[src/rtl/tvh_pkg.sv]
package tvh_pkg;

    // Width of every horizontal position and length setting
    localparam int POS_W = 13;
    localparam int SUM_W = POS_W + 1;

    typedef logic [POS_W-1:0] pos_t;

    // Per-line settings captured at line start
    typedef struct packed {
        logic burst_en;
        pos_t line_last;
        pos_t hsync_end;
        pos_t burst_start;
        pos_t burst_len;
        pos_t hblank_start;
        pos_t hblank_end;
    } hcfg_t;

    typedef struct packed {
        logic hsync;
        logic hblank;
        logic burst;
        logic lstart;
    } hout_t;

    // lo <= pos < lo + len, sum taken one bit wider so it cannot wrap
    function automatic logic span_hit(pos_t pos, pos_t lo, pos_t len);
        logic [SUM_W-1:0] top;
        top = {1'b0, lo} + {1'b0, len};
        return ({1'b0, pos} >= {1'b0, lo}) && ({1'b0, pos} < top);
    endfunction

    // pos >= a or pos < b: window that may straddle position zero
    function automatic logic ring_hit(pos_t pos, pos_t a, pos_t b);
        return (pos >= a) || (pos < b);
    endfunction

endpackage

[src/rtl/tvh_line_ctrl.sv]
module tvh_line_ctrl
    import tvh_pkg::*;
(
    input  logic  clk,
    input  logic  rst,
    input  logic  en,
    input  hcfg_t cfg_in,
    output logic  run,
    output pos_t  pos,
    output hcfg_t cfg_q
);

    logic begin_line;

    // A line begins on the first enabled cycle or after the last position
    assign begin_line = !run || (pos == cfg_q.line_last);

    always_ff @(posedge clk) begin
        if (rst) begin
            run   <= 1'b0;
            pos   <= '0;
            cfg_q <= '0;
        end else if (!en) begin
            run <= 1'b0;
            pos <= '0;
        end else if (begin_line) begin
            run   <= 1'b1;
            pos   <= '0;
            cfg_q <= cfg_in;
        end else begin
            pos <= pos + 1'b1;
        end
    end

endmodule

[src/rtl/tvh_window.sv]
module tvh_window
    import tvh_pkg::*;
#(
    parameter bit WRAP = 1'b0
) (
    input  pos_t pos,
    input  pos_t edge_a,
    input  pos_t edge_b,
    output logic hit
);

    generate
        if (WRAP) begin : g_ring
            // edge_a opens, edge_b closes, window may cross position zero
            assign hit = ring_hit(pos, edge_a, edge_b);
        end else begin : g_span
            // edge_a is the first position, edge_b the length
            assign hit = span_hit(pos, edge_a, edge_b);
        end
    endgenerate

endmodule

[src/rtl/tv_hline_gen.sv]
module tv_hline_gen
    import tvh_pkg::*;
(
    input  logic             clk,
    input  logic             rst,
    input  logic             en,
    input  logic             burst_en,
    input  logic [POS_W-1:0] line_last,
    input  logic [POS_W-1:0] hsync_end,
    input  logic [POS_W-1:0] burst_start,
    input  logic [POS_W-1:0] burst_len,
    input  logic [POS_W-1:0] hblank_start,
    input  logic [POS_W-1:0] hblank_end,
    output logic             hsync,
    output logic             hblank,
    output logic             burst_gate,
    output logic             line_start
);

    hcfg_t cfg_in;
    hcfg_t cfg_q;
    pos_t  pos_q;
    logic  run_q;
    logic  burst_win;
    logic  blank_win;
    hout_t outs;

    always_comb begin
        cfg_in.burst_en     = burst_en;
        cfg_in.line_last    = line_last;
        cfg_in.hsync_end    = hsync_end;
        cfg_in.burst_start  = burst_start;
        cfg_in.burst_len    = burst_len;
        cfg_in.hblank_start = hblank_start;
        cfg_in.hblank_end   = hblank_end;
    end

    tvh_line_ctrl u_ctrl (
        .clk    (clk),
        .rst    (rst),
        .en     (en),
        .cfg_in (cfg_in),
        .run    (run_q),
        .pos    (pos_q),
        .cfg_q  (cfg_q)
    );

    tvh_window #(.WRAP(1'b0)) u_burst_win (
        .pos    (pos_q),
        .edge_a (cfg_q.burst_start),
        .edge_b (cfg_q.burst_len),
        .hit    (burst_win)
    );

    tvh_window #(.WRAP(1'b1)) u_blank_win (
        .pos    (pos_q),
        .edge_a (cfg_q.hblank_start),
        .edge_b (cfg_q.hblank_end),
        .hit    (blank_win)
    );

    always_comb begin
        outs        = '0;
        if (run_q) begin
            outs.hsync  = pos_q < cfg_q.hsync_end;
            outs.hblank = blank_win;
            outs.burst  = cfg_q.burst_en && burst_win;
            outs.lstart = pos_q == '0;
        end
    end

    assign hsync      = outs.hsync;
    assign hblank     = outs.hblank;
    assign burst_gate = outs.burst;
    assign line_start = outs.lstart;

endmodule

[config.mk]
export PLATFORM = sky130hd
export DESIGN_NAME = tv_hline_gen
export DESIGN_NICKNAME = d
export VERILOG_FILES = /design/src/rtl/tvh_pkg.sv /design/src/rtl/tvh_line_ctrl.sv /design/src/rtl/tvh_window.sv /design/src/rtl/tv_hline_gen.sv
export SDC_FILE = /design/constraint.sdc
export NUM_CORES = 1
export LEC_CHECK = 0
export CORE_UTILIZATION = 45
export CTS_BUF_LIST = sky130_fd_sc_hd__clkbuf_8 sky130_fd_sc_hd__clkbuf_16
export DETAILED_ROUTE_END_ITERATION = 12
export DONT_BUFFER_PORTS = 1
export PLACE_DENSITY = 0.63
export SYNTH_ARGS = -nofsm -noshare
export SYNTH_HDL_FRONTEND = slang
export SYNTH_SLANG_ARGS = --single-unit
[constraint.sdc]
create_clock -name clk -period 2.8 [get_ports clk]
set_input_delay 0 -clock clk [delete_from_list [all_inputs] [get_ports clk]]
set_output_delay 0 -clock clk [all_outputs]
set_load 0.02 [all_outputs]
==> flow_summary_export.csv <==
group,metric,value,unit
run_status,status,"finished with violations",
run_status,violations,"negative setup slack",
grt,grt_pass1_wl,26400,um
setup_path,crit_chain,"ha_1 -> a21oi_1 -> nand4b_1 -> a21oi_2 -> nor2_1 -> a211o_1 -> xor2_1 -> ha_1 -> a2111oi_4 -> o21ai_1 -> a21oi_1 -> o31ai_1 -> a21oi_2 -> buf_6",
timing,setup_viol,1,
floorplanning,die_y,118,um
grt,groute.layer.met1.usage,30.0,%
cells_and_area,antennaDiodeCount,0,
logic_synthesis,yosys.area_share.simple,19.0,%
logic_synthesis,yosysMostFrequentCell,"dfxtp_1",
detailed_routing,ant_nets,0,
logic_synthesis,synth.area.top_cells,"dfxtp_1 (31%), ha_1 (16%), a21o_1 (8.4%)",
detailed_routing,dr_total_vias,5473,
detailed_routing,first_pass_iters,6,
clock_network,cts.htree.levels,3,
timing,relSlewSlack,66.0,%
placement,portBuffers,0,
setup_path,end_kind,"primary output",
setup_path,max_stage_delay,0.35,ns
detailed_routing,drt_wl_total,16700,um
timing,fin_ws,-0.488,ns
placement,dp_hpwl,10500,um
grt,grt_pass1_vias,5239,
grt,antenna_found_initial,0,
detailed_routing,drt-initial-drc-count,313,
floorplanning,core_area,0.0128,sq mm
grt,grt_usage,24.0,%
logic_synthesis,seq_area_frac_synth,30.9,%
placement,place_area,0.00627,sq mm
logic_synthesis,synthTopCellsByCount,"dfxtp_1 (93), ha_1 (77), a21oi_1 (75), a21o_1 (67)",
setup_path,crit_type,"reg2out",
timing,skew,0.00960,ns
logic_synthesis,synth_xor_area_share,4.95,%
logic_synthesis,yosys.cell_types.count,42,
logic_synthesis,yosysTopAreaCellShare,30.9,%
floorplanning,ios,86,
grt,grt_use_met3,3.20,%
timing,tightest_slew,0.509,ns
floorplanning,initial_utilization,46.9,%
clock_network,cts_buffers,9,
logic_synthesis,yosys_warnings,0,
logic_synthesis,synthFlopType,"dfxtp_1",
logic_synthesis,synth-adder-area-share,16.3,%
clock_network,clock_sinks,93,
clock_network,cts_root_buffer,"clkbuf_16",
floorplanning,die_w,118,um
logic_synthesis,synth-seq-cells,93,
timing,slew_viol_final,0,
timing,fin_crit,3.29,ns
logic_synthesis,syn-mean-instance-area,8.41,sq um
pwr,power_density,440,mW/mm^2
grt,use_met2,41.4,%
floorplanning,rows,41,
timing,tns,-0.488,ns
logic_synthesis,synth_async_sr_flop_share,0,%
placement,dp.cells,866,
setup_path,cpMaxStageDelayCell,"dfxtp_2",
setup_path,critPathBufInv,1,
clock_network,clock_latency,0.35,ns
cells_and_area,fillCellCount,1151,
cells_and_area,synthToLayoutAreaGrowth,26.3,%
clock_network,cts_buffer_depth,2,
timing,fmax,304,MHz
clock_network,cts_tree,"yes",
setup_path,arrival,3.29,ns
cells_and_area,finalNetCount,961,
logic_synthesis,yosysTopAreaCell,"dfxtp_1",
clock_network,path_clk_slew,0.07,ns
placement,place_ws,-0.246,ns
job,drv_cap,0,
detailed_routing,post-route-drc-count,0,
logic_synthesis,syn_nets,875,
cells_and_area,fin_cells,978,
grt,grt_overflow,0,
setup_path,crit_path_start_kind,"flip-flop",
cells_and_area,drive_above_1_share,8.19,%
setup_path,crit_family,"compound AO/OA/AOI/OAI gates",
pwr,leakage,3.18,nW
logic_synthesis,synth-compound-area-share,21.6,%
detailed_routing,drt-wirelength-per-cell,17.1,um
logic_synthesis,synth_top_family_by_area,"compound AO/OA/AOI/OAI gates",
grt,grt_max_degree,120,
setup_path,path_max_fanout,3,
logic_synthesis,synth_edf_count,0,
floorplanning,dieArea,0.0138,sq mm
logic_synthesis,synth_cells,715,
setup_path,cp_data_required_time,2.80,ns
logic_synthesis,syn_area,0.00602,sq mm
pwr,vdd.ir_drop.worst,0.000278,V
placement,gp_congestion,0.846,
timing,hold_viol,0,
timing,finalCritPeriodShare,117,%
cells_and_area,fin_area,0.00760,sq mm
logic_synthesis,synth_mux_area_share,0,%
timing,rsz0062_at_grt,"true",
worst_hold_path,hp-class,"in2reg",
grt,top_usage_layer,"met2",
detailed_routing,vias_per_cell,5.60,
power breakdown:
group,internal (W),leakage (nW),total (W),switching [W]
clock network,0.000708,0.151,0.00124,0.000529
logic,0.000315,2.27,0.000658,0.000343
registers,0.00140,0.764,0.00144,0.0000446
state kept, by name, summed over array words and instances, names as in the netlist:
register,count
u_ctrl.cfg_q,79
u_ctrl.pos,13
u_ctrl.run,1
final timing paths:
check                   startpoint               end  slack, ns  cells past startpoint
setup / recovery  u_ctrl.cfg_q[27]        burst_gate      -0.49                     14
hold / removal                 rst   u_ctrl.cfg_q[2]       0.06                      2
setup reg to reg  u_ctrl.cfg_q[76]   u_ctrl.cfg_q[9]       0.23                      8
hold reg to reg   u_ctrl.cfg_q[34]  u_ctrl.cfg_q[34]       0.48                      2
area by class of cell:
| class | count | area (sq um) | area share [%] |
|---|---|---|---|
| clock buffers | 10 | 239 | 3.15 |
| clock inverters | 6 | 55.1 | 0.725 |
| inverters | 58 | 218 | 2.87 |
| multi-input cells | 517 | 3800 | 50.0 |
| flip-flops and latches | 93 | 1870 | 24.6 |
| well taps | 172 | 215 | 2.83 |
| repair buffers | 122 | 1200 | 15.8 |
logic make-up after synthesis:
family,after synthesis
AO/OA/AOI/OAI,211
XOR/XNOR,34
adder cells (fa/ha/maj),78
buffers and inverters,105
flip-flops,93
AND/OR/NAND/NOR,194
per-stage QoR:
step	utilization, %	hold WS, ns	total power (W)
5_1_grt	59.2	0.0899	0.00349
2_1_floorplan	-	0.0834	0.00188
3_3_place_gp	48.9	0.0791	0.00195
3_5_place_dp	48.9	0.0802	0.00196
6_report	59.2	0.0582	0.00334
4_1_cts	58.8	0.0585	0.00335
cells in the final DEF, fill, tap and decap left out, types with 9 or more instances in the layout:
master	synthesis	routed
o21ai_1	8	9
clkbuf_16	0	10
buf_4	6	29
xnor2_1	18	18
a21o_1	67	67
o21ai_0	38	35
dfxtp_1	93	89
nand4_1	9	9
a21oi_1	75	71
nand2b_1	38	38
nand3_1	58	58
nor2_1	21	21
inv_1	58	60
dlygate4sd3_1	0	88
nand4b_1	32	32
ha_1	77	75
xor2_1	16	16
nand2_1	10	10
metal layers:
layer / vias up / wire length, um
met2: 150 / 8340
met3: 34 / 629
met4: 0 / 386
li1: 2721 / -
met1: 2568 / 7320
met5: - / 0
what timing repair did:
action,in CTS,in global routing
endpoints found under the hold margin,80,0
setup endpoints to repair,1,10
gates cloned,0,1
buffers inserted,2,3
gates resized for setup,5,6
pin swaps,13,14
hold buffers,90,0
No activity file was read; power rests on OpenSTA's default activity.
